### src/rtl/wfseq_pkg.sv
package wfseq_pkg;
    typedef enum logic [2:0] {
        ST_IDLE  = 3'd0,
        ST_ARMED = 3'd1,
        ST_DLY1  = 3'd2,
        ST_RUN   = 3'd3,
        ST_DLY2  = 3'd4
    } seq_state_e;
endpackage

### src/rtl/wfseq_edge.sv
module wfseq_edge (
    input  logic clk,
    input  logic rst_n,
    input  logic sig,
    output logic rise
);
    logic prev_d, prev_q;

    always_comb prev_d = sig;

    always_ff @(posedge clk or negedge rst_n) begin
        if (!rst_n) prev_q <= 1'b0;
        else        prev_q <= prev_d;
    end

    assign rise = sig & ~prev_q;
endmodule

### src/rtl/wfseq_timer.sv
module wfseq_timer #(
    parameter int W = 16
) (
    input  logic         clk,
    input  logic         rst_n,
    input  logic         load,
    input  logic [W-1:0] load_val,
    output logic         zero
);
    logic [W-1:0] cnt_d, cnt_q;

    always_comb begin
        cnt_d = cnt_q;
        if (load)              cnt_d = load_val;
        else if (cnt_q != '0)  cnt_d = cnt_q - W'(1);
    end

    always_ff @(posedge clk or negedge rst_n) begin
        if (!rst_n) cnt_q <= '0;
        else        cnt_q <= cnt_d;
    end

    assign zero = (cnt_q == '0);
endmodule

### src/rtl/wfseq_top.sv
module wfseq_top
    import wfseq_pkg::*;
#(
    parameter  int DEPTH  = 2048,
    parameter  int TMR_W  = 16,
    parameter  int ITER_W = 16,
    localparam int IDX_W  = $clog2(DEPTH),
    localparam int UPD_W  = IDX_W + 1
) (
    input  logic              clk,
    input  logic              rst_n,
    input  logic              sw_start,
    input  logic              sw_stop,
    input  logic              trig_in,
    input  logic              delay_mode,
    input  logic              retrig_en,
    input  logic              infinite_en,
    input  logic [TMR_W-1:0]  interval,
    input  logic [TMR_W-1:0]  delay1,
    input  logic [TMR_W-1:0]  delay2,
    input  logic [UPD_W-1:0]  updates,
    input  logic [ITER_W-1:0] iters,
    output logic              upd_strobe,
    output logic [IDX_W-1:0]  rd_index,
    output logic              busy
);
    localparam logic [UPD_W-1:0] DEPTH_V = UPD_W'(DEPTH);

    typedef struct packed {
        seq_state_e        st;
        logic [IDX_W-1:0]  idx;
        logic [ITER_W-1:0] iter;
    } seq_t;

    seq_t seq_d, seq_q;

    logic             trig_evt;
    logic             tmr_load;
    logic [TMR_W-1:0] tmr_val;
    logic             tmr_zero;

    logic [TMR_W-1:0]  int_eff;
    logic [UPD_W-1:0]  upd_eff;
    logic [ITER_W-1:0] iter_eff;
    logic              last_upd;
    logic              last_iter;
    logic              active;

    wfseq_edge u_edge (
        .clk  (clk),
        .rst_n(rst_n),
        .sig  (trig_in),
        .rise (trig_evt)
    );

    wfseq_timer #(.W(TMR_W)) u_timer (
        .clk     (clk),
        .rst_n   (rst_n),
        .load    (tmr_load),
        .load_val(tmr_val),
        .zero    (tmr_zero)
    );

    always_comb begin
        int_eff  = (interval == '0) ? TMR_W'(1) : interval;
        iter_eff = (iters == '0) ? ITER_W'(1) : iters;
        if (updates == '0)          upd_eff = UPD_W'(1);
        else if (updates > DEPTH_V) upd_eff = DEPTH_V;
        else                        upd_eff = updates;
        last_upd  = ({1'b0, seq_q.idx} == (upd_eff - UPD_W'(1)));
        last_iter = !infinite_en && (seq_q.iter == (iter_eff - ITER_W'(1)));
        active    = (seq_q.st == ST_DLY1) || (seq_q.st == ST_RUN) ||
                    (seq_q.st == ST_DLY2);
    end

    always_comb begin
        seq_d    = seq_q;
        tmr_load = 1'b0;
        tmr_val  = '0;
        unique case (seq_q.st)
            ST_IDLE: begin
                if (sw_start) seq_d.st = ST_ARMED;
            end
            ST_ARMED: begin
                if (trig_evt) begin
                    seq_d.idx  = '0;
                    seq_d.iter = '0;
                    tmr_load   = 1'b1;
                    if (delay_mode && (delay1 != '0)) begin
                        seq_d.st = ST_DLY1;
                        tmr_val  = delay1 - TMR_W'(1);
                    end else begin
                        seq_d.st = ST_RUN;
                    end
                end
            end
            ST_DLY1: begin
                if (tmr_zero) begin
                    seq_d.st = ST_RUN;
                    tmr_load = 1'b1;
                end
            end
            ST_RUN: begin
                if (tmr_zero) begin
                    tmr_load = 1'b1;
                    tmr_val  = int_eff - TMR_W'(1);
                    if (last_upd) begin
                        seq_d.idx = '0;
                        if (last_iter) begin
                            seq_d.st = retrig_en ? ST_ARMED : ST_IDLE;
                        end else begin
                            seq_d.iter = seq_q.iter + ITER_W'(1);
                            if (delay2 != '0) begin
                                seq_d.st = ST_DLY2;
                                tmr_val  = delay2 - TMR_W'(1);
                            end
                        end
                    end else begin
                        seq_d.idx = seq_q.idx + IDX_W'(1);
                    end
                end
            end
            ST_DLY2: begin
                if (tmr_zero) begin
                    seq_d.st = ST_RUN;
                    tmr_load = 1'b1;
                    tmr_val  = int_eff - TMR_W'(1);
                end
            end
            default: seq_d.st = ST_IDLE;
        endcase

        if (sw_stop && active) begin
            seq_d.st   = ST_ARMED;
            seq_d.idx  = '0;
            seq_d.iter = '0;
        end
    end

    always_ff @(posedge clk or negedge rst_n) begin
        if (!rst_n) begin
            seq_q.st   <= ST_IDLE;
            seq_q.idx  <= '0;
            seq_q.iter <= '0;
        end else begin
            seq_q <= seq_d;
        end
    end

    assign upd_strobe = (seq_q.st == ST_RUN) && tmr_zero;
    assign rd_index   = seq_q.idx;
    assign busy       = active;
endmodule

### config.mk
export PLATFORM = sky130hd
export DESIGN_NAME = wfseq_top
export DESIGN_NICKNAME = d
export VERILOG_FILES = /design/src/rtl/wfseq_pkg.sv /design/src/rtl/wfseq_edge.sv /design/src/rtl/wfseq_timer.sv /design/src/rtl/wfseq_top.sv
export SDC_FILE = /design/constraint.sdc
export NUM_CORES = 1
export LEC_CHECK = 0
export CORE_ASPECT_RATIO = 0.75
export CORE_MARGIN = 1.5
export CORE_UTILIZATION = 40
export CTS_BUF_LIST = sky130_fd_sc_hd__clkbuf_4 sky130_fd_sc_hd__clkbuf_8
export DETAILED_ROUTE_END_ITERATION = 10
export GPL_TIMING_DRIVEN = 0
export PLACE_DENSITY = 0.72
export SLEW_MARGIN = 15
export SYNTH_ARGS = -nofsm -noshare
export SYNTH_HDL_FRONTEND = slang
export SYNTH_SLANG_ARGS = --single-unit
### constraint.sdc
create_clock -name clk -period 3.8 [get_ports clk]
set_clock_uncertainty 0.2 [all_clocks]
set_input_delay 0.76 -clock clk [delete_from_list [all_inputs] [get_ports clk]]
set_output_delay 0.76 -clock clk [all_outputs]
set_load 0.1 [all_outputs]
==> results of run 1 <==
-- sequential cells by signal (all words and copies together) (netlist names) --
| register | count |
|---|---|
| seq_q | 19 |
| u_edge.prev_q | 1 |
| u_timer.cnt_q | 16 |
| rd_index | 11 |
-- worst max-delay path, delay by kind of cell --
kind | cells | cell delay, ns
and+or+nand+nor | 5 | 1.60
buffers and inverters | 3 | 0.41
adders and majority gates | 1 | 0.20
AOI/OAI and AO/OA | 5 | 0.94
-- kinds of logic after synthesis --
group,Yosys count,synth area share [%]
flip-flops,47,21.7
buffers and inverters,56,5.60
AND/OR/NAND/NOR,310,31.6
AO/OA/AOI/OAI,162,20.7
multiplexers,16,3.01
XOR/XNOR,93,15.1
adder cells (fa/ha/maj),10,2.31
-- how the worst min path moves through the flow --
| stage | to | slack, ns | cells past startpoint |
|---|---|---|---|
| floorplan | rd_index[0]$_DFFE_PN0P_ | 0.26 | 0 |
| global placement | seq_q[12]$_DFFE_PN0P_ | 0.37 | 2 |
| detailed placement | u_timer.cnt_q[0]$_DFFE_PN0P_ | 0.37 | 2 |
| CTS | seq_q[13]$_DFFE_PN0P_ | 0.21 | 1 |
| global route | u_timer.cnt_q[0]$_DFFE_PN0P_ | 0.22 | 1 |
| finish | seq_q[13]$_DFFE_PN0P_ | 0.20 | 1 |
-- cell usage after synthesis (6+ instances only) --
| master | number |
|---|---|
| o21ai_0 | 27 |
| nor3_1 | 38 |
| o21ai_1 | 11 |
| a31oi_1 | 6 |
| o21a_1 | 8 |
| mux2i_1 | 14 |
| xor2_1 | 35 |
| buf_4 | 12 |
| nand2b_1 | 6 |
| a22o_1 | 7 |
| clkbuf_1 | 10 |
| xnor2_1 | 58 |
| or4_1 | 15 |
| ha_1 | 10 |
| buf_2 | 8 |
| nor2_1 | 64 |
| or3_1 | 10 |
| a21oi_1 | 32 |
| nand3_1 | 21 |
| nor2b_1 | 10 |
| nand3b_1 | 8 |
| dfrtp_1 | 47 |
| o22ai_1 | 13 |
| inv_1 | 21 |
| nand2_1 | 66 |
| nand4_1 | 8 |
| nor4_1 | 18 |
-- power by group through the flow --
stage	logic, mW	clock network (mW)	registers (mW)
2_1_floorplan	0.845	0	0.700
3_3_place_gp	1.17	0	0.725
3_5_place_dp	1.19	0	0.728
4_1_cts	1.24	0.309	0.721
5_1_grt	1.42	0.329	0.742
6_report	1.32	0.308	0.727
-- through the flow --
stage | setup TNS [ns] | instance area [µm²] | hold slack [ns]
detailed placement | -53.46 | 6640 | 0.374
CTS | -0.0168 | 7250 | 0.211
finish | -0.363 | 7520 | 0.201
global placement | -54.14 | 6620 | 0.366
floorplan | -5.04 | 5490 | 0.264
global route | -2.82 | 7520 | 0.223
-- repair_timing --
item,4_1_cts,5_1_grt
resized for setup,162,67
setup buffers,39,10
pin swaps,35,25
cloned,2,0
endpoints found under the setup margin,48,44
-- layout make-up --
cell class / instances / area, µm²
clock buffers: 5 / 68.8
flip-flops and latches: 47 / 1180
repair buffers: 142 / 1330
multi-input cells: 591 / 4390
fillers: 1186 / 5580
plain buffers: 35 / 251
inverters: 21 / 78.8
well taps: 171 / 214
clock inverters: 2 / 13.8
-- layer usage --
layer	part of all wire (%)	wire length, µm
met5	0	0
met3	8.1	1460
met1	47	8410
met2	44	7830
met4	1.0	178
==> impl_results.md, run 1 <==
- Clk sinks: 47
- Max-cap viol count: 0
- Total die area: 14,200 µm²
- Die Y: 104 µm
- Cts hold-fix bufs: 0
- Fin cells: 1,014
- First-pass GRT wire length: 27,800 µm
- Drt wl/cell: 17.6 µm
- Cell taking the most area after synthesis: dfrtp_1
- H-tree levels: 2
- Slowest CP cell: or3_4
- Ys Warns: 0
- Yosys reg bits: 47
- Total clock buffers created by CTS: 5
- Clk Tree Root Cell: clkbuf_8
- Setup slack, reg-to-reg: 0.19 ns
- Most frequent cells in the layout: nor2_1, clkdlybuf4s50_1, nand2_1
- Clk pwr share: 13.1%
- Slowest stage delay, CP: 0.40 ns
- Vias in the first global route: 5,471
- GRT met1 Usage: 37.1%
- Yosys cell types: 76
- Dpl cells: 958
- Largest cells by area after synthesis: dfrtp_1, xnor2_1, xor2_1, nand2_1, nor2_1
- Most Crowded Layer GR: met1
- Critical Path RT: 3.83 ns
- Worst-Margin Slew: 0.985 ns
- Drt first pass iters: 5
- Startpoint of the worst setup timing path: updates[1]
- Min-Delay Path Class: input pin to async pin
- Internal Power: 1.27 mW
- DR iter-0 viols: 516
- Logic gate share of total power: 56.1%
- Maximum VDD drop: 234 µV
- Layout Utilization: 57.4%
- Layout Nets: 937
- # setup viols final: 10
- Synth Net Count: 788
- PwrDens: 313 nW/µm²
- Number of flops mapped to enable cells by yosys: 0
- RePlAce Congestion: 0.930
- Largest net degree at the start of global routing: 31
- Yosys top cell area share: 21.7%
- Starting density of the core: 41.3%
- FP Rows: 36
- Drc violations: 0
- Vias: 6,000
- Arrival time worst endpoint: 3.91 ns
- Total GRT Usage: 24.3%
- HPWL Detailed: 12,800 µm
- Port bufs: 92
- Dpl ws: -1.46 ns
- Post-Syn Area: 5410 µm²
- Average cell area after synthesis: 7.80 µm²
- Ports: 97
- # diodes: 0
- CP max FO: 7
- Synthesized instance count: 694
- Pleak: 2.77 nW
- Max frequency: 258 MHz
- Crit Path Category: input pin to register
- Setup crit end kind: register
- Reg-to-reg startpoint: u_timer.cnt_q[8]$_DFFE_PN0P_
- Async set or reset register ratio after synthesis: 100%
- Part of the power in registers: 30.9%
- Critical Path End: seq_q[4]$_DFFE_PN0P_
- Reg2reg path depth: 9
- Die width: 137 µm
- Layout cell share with drive strength beyond 1: 24.1%
- Total power: 2.36 mW
- Synth-to-layout area growth: 39.1%
- Sw frac: 45.9%
- ANT nets after route: 0
- RSZ-0062 raised after global routing: true
- Antenna violations before repair: 0
- Slew HR: 34.1%
- Met2 usage: 36.6%
- Main synth FF type: dfrtp_1
- Max Root-Sink Buffers: 2
- Core area: 13,100 µm²
- Fin crit share: 102%
- CTS tree: yes
- Total wire length: 17,900 µm
- Sequential element share of the synthesized area: 21.7%
- GRT met3 Usage: 3.28%
- Setup WS post-layout: -0.0798 ns
- Failing checks: negative setup slack
- Worst Setup Start Kind: input pin
- RR Endpoint: seq_q[6]$_DFFE_PN0P_
- Max-slew violations: 0
- Outcome: complete, but fails checks
- Drt via density: 5.92
- CP cell instances: buf_8 -> or3_4 -> nor4_4 -> o21ai_2 -> ha_4 -> nand2b_4 -> o31a_1 -> o32a_1 -> nor4_4 -> o311ai_4 -> buf_6 -> buf_6 -> or4_1 -> o21ai_1
- Final hold vios: 0
- Gr ovfl total: 0
- Final Critical Period: 3.88 ns
- Clock Latency Late Sink: 0.31 ns
- Clk slew on worst S/H paths: 0.09 ns
- P_sw: 1.08 mW
No activity file was read; power rests on OpenSTA's default activity.
==> run 2, diff against run 1 <==
--- a/config.mk
+++ b/config.mk
@@ -7,11 +7,11 @@
 export LEC_CHECK = 0
 export CORE_ASPECT_RATIO = 0.75
 export CORE_MARGIN = 1.5
-export CORE_UTILIZATION = 40
+export CORE_UTILIZATION = 50
 export CTS_BUF_LIST = sky130_fd_sc_hd__clkbuf_4 sky130_fd_sc_hd__clkbuf_8
 export DETAILED_ROUTE_END_ITERATION = 10
-export GPL_TIMING_DRIVEN = 0
-export PLACE_DENSITY = 0.72
+export GPL_TIMING_DRIVEN = 1
+export PLACE_DENSITY = 0.85
 export SLEW_MARGIN = 15
 export SYNTH_ARGS = -nofsm -noshare
 export SYNTH_HDL_FRONTEND = slang
==> run 2 against run 1 <==
Compared with the run above: the run still ends with negative setup slack left; maximum frequency down 5.6%; global-route usage up 9.9 points; register-to-register slack lost 0.18 ns; die area shrank 20%; utilization rose by 18 points; worst hold slack improved by 0.049 ns.
==> impl_results.md, run 2 (synthesis results as in run 1) <==
- Outcome: complete, but fails checks (unchanged)
- Failing checks: negative setup slack (unchanged)
- Drt via density: 6.43 (was 5.92)
- Slew HR: 42.9% (was 34.1%)
- Met2 wire length: 9210 µm (was 7830 µm)
- Clock Latency Late Sink: 0.31 ns (about the same)
- Setup crit end kind: register (unchanged)
- Most flop-heavy register: seq_q (unchanged)
- Slowest stage delay, CP: 0.41 ns (was 0.40 ns)
- Min-Delay Path Class: input pin to async pin (unchanged)
- CP cell instances: buf_6 -> or3_4 -> nor4_4 -> o21ai_4 -> ha_4 -> buf_6 -> nand2b_4 -> buf_4 -> o31a_1 -> o32a_1 -> nor4_4 -> o311ai_4 -> buf_12 -> buf_6 -> or4_4 -> o21ai_1 (was buf_8 -> or3_4 -> nor4_4 -> o21ai_2 -> ha_4 -> nand2b_4 -> o31a_1 -> o32a_1 -> nor4_4 -> o311ai_4 -> buf_6 -> buf_6 -> or4_1 -> o21ai_1)
- Total wire length: 20,300 µm (was 17,900 µm)
- Total placed instance area: 7160 µm² (was 6640 µm²)
- HPWL Detailed: 14,600 µm (was 12,800 µm)
- Max reg flops: 19 (unchanged)
- Worst Setup Start Kind: input pin (unchanged)
- Synth-to-layout area growth: 44.8% (was 39.1%)
- Setup WS post-layout: -0.311 ns (was -0.0798 ns)
- Met3 WL post-DR: 2350 µm (was 1460 µm)
- Critical Path RT: 3.84 ns (was 3.83 ns)
- Largest net degree at the start of global routing: 48 (was 31)
- Final Critical Period: 4.11 ns (was 3.88 ns)
- Total clock buffers created by CTS: 5 (unchanged)
- Pleak: 3.08 nW (was 2.77 nW)
- Final hold vios: 0 (unchanged)
- Slowest CP cell: or4_4 (was or3_4)
- Cts hold-fix bufs: 0 (unchanged)
- Ports: 97 (unchanged)
- Total die area: 11,500 µm² (was 14,200 µm²)
- Vias: 6,620 (was 6,000)
- Maximum VDD drop: 172 µV (was 234 µV)
- Layout Nets: 988 (was 937)
- Port bufs: 96 (was 92)
- Drc violations: 0 (unchanged)
- Drt first pass iters: 6 (was 5)
- Most frequent cells in the layout: buf_4, nor2_1, nand2_1 (was nor2_1, clkdlybuf4s50_1, nand2_1)
- # diodes: 0 (unchanged)
- FP Rows: 32 (was 36)
- Max-cap viol count: 0 (unchanged)
- Fin crit share: 108% (was 102%)
- Max-slew violations: 0 (unchanged)
- Wl on met1: 8160 µm (was 8410 µm)
- PwrDens: 312 nW/µm² (was 313 nW/µm²)
- Commonest non-fill, non-tap cell in the layout: buf_4
- Worst-Margin Slew: 0.857 ns (was 0.985 ns)
- Antenna violations before repair: 1 (was 0)
- Starting density of the core: 52.0% (was 41.3%)
- Layout Utilization: 75.3% (was 57.4%)
- Die Y: 93.1 µm (was 104 µm)
- Core area: 10,400 µm² (was 13,100 µm²)
- DR iter-0 viols: 1,127 (was 516)
- CTS tree: yes (unchanged)
- CP most frequent cell: buf_6
- Fin area: 7840 µm² (was 7520 µm²)
- ANT nets after route: 0 (unchanged)
- Crit Path Category: input pin to register (unchanged)
- Die width: 123 µm (was 137 µm)
- Total GRT Usage: 34.3% (was 24.3%)
- Arrival time worst endpoint: 4.15 ns (was 3.91 ns)
- Clk slew on worst S/H paths: 0.09 ns (about the same)
- Gr ovfl total: 0 (unchanged)
- Clk sinks: 47 (unchanged)
- Layout cell share with drive strength beyond 1: 29.2% (was 24.1%)
- First-pass GRT wire length: 31,100 µm (was 27,800 µm)
- RSZ-0062 raised after global routing: true (unchanged)
- RePlAce Congestion: 1.02 (was 0.930)
- Area of the multi-input gates: 4370 µm² (was 4390 µm²)
- H-tree levels: 2 (unchanged)
- # setup viols final: 40 (was 10)
- Register area: 1180 µm² (unchanged)
- Max Root-Sink Buffers: 2 (unchanged)
- Max frequency: 243 MHz (was 258 MHz)
- Vias in the first global route: 6,313 (was 5,471)
- DR top layer: met4 (unchanged)
- CP max FO: 5 (was 7)
- Clk Tree Root Cell: clkbuf_8 (unchanged)
- Drt wl/cell: 19.7 µm (was 17.6 µm)
- Fillers: 772 (was 1,186)
-- run 2: changes by cell type in the layout (fill, tap and decap cells not counted), moves of 4 or more --
cell	before	now
mux2i_1	8	13
buf_2	13	9
buf_4	54	132
nor4_4	9	5
buf_8	5	1
clkbuf_1	9	0
buf_6	25	17
nor3_1	32	36
clkdlybuf4s50_1	64	54
mux2i_2	5	1
-- run 2: area by class of cell --
class,instances,area share (%)
Multi-Input combinational cell,591,55.8
Inverter,21,1.01
Timing Repair Buffer,228,24.9
Clock inverter,1,0.0639
Clock buffer,6,1.05
Sequential cell,47,15.0
Tap cell,136,2.17
-- run 2: per-stage QoR --
stage	power [mW]	setup TNS [ns]	hold slack (ns)	std cells	worst slack [ns]
floorplan	1.54	-5.04	0.264	694	-0.281
finish	2.45	-6.95	0.250	1030	-0.311
global placement	1.94	-32.89	0.343	997	-0.818
global route	2.56	-12.64	0.305	1030	-0.465
detailed placement	1.97	-37.41	0.360	997	-0.957
CTS	2.34	-3.30	0.382	1021	-0.200
-- run 2: worst paths after layout --
kind                                               from                           end  slack (ns)  depth (start not counted)
max                                          updates[5]          seq_q[4]$_DFFE_PN0P_       -0.31                         16
min                                               rst_n          seq_q[5]$_DFFE_PN0P_        0.25                          1
max reg2reg                u_timer.cnt_q[7]$_DFFE_PN0P_         seq_q[14]$_DFFE_PN0P_        0.01                         10
min reg2reg                u_timer.cnt_q[0]$_DFFE_PN0P_  u_timer.cnt_q[0]$_DFFE_PN0P_        0.40                          2
max in group asynchronous                         rst_n       rd_index[8]$_DFFE_PN0P_        2.69                          1
min in group clk           u_timer.cnt_q[0]$_DFFE_PN0P_  u_timer.cnt_q[0]$_DFFE_PN0P_        0.40                          2
-- run 2: report_power, final --
group          internal (mW)  switching [mW]  total [mW]
Clock                  0.143           0.181       0.324
Sequential             0.600           0.149       0.749
Combinational          0.594           0.779        1.37
-- run 2: critical path, delay by kind of cell --
| family | cells | cell delay [ns] |
|---|---|---|
| and+or+nand+nor | 5 | 1.60 |
| AOI/OAI and AO/OA | 5 | 0.96 |
| buffers and inverters | 5 | 0.63 |
| adders and majority gates | 1 | 0.17 |
-- run 2: timing repair --
action | 4_1_cts | 5_1_grt
setup buffers | 16 | 11
gates resized for setup | 141 | 43
pin swaps | 51 | 37
cloned | 2 | 0
endpoints found under the setup margin | 46 | 45
-- run 2: metal layers --
| metal | vias up | GRT usage, % |
|---|---|---|
| met5 | - | 0 |
| met4 | 0 | 8.14 |
| met3 | 79 | 7.38 |
| met2 | 432 | 54.7 |
| met1 | 3147 | 47.3 |
| li1 | 2962 | - |
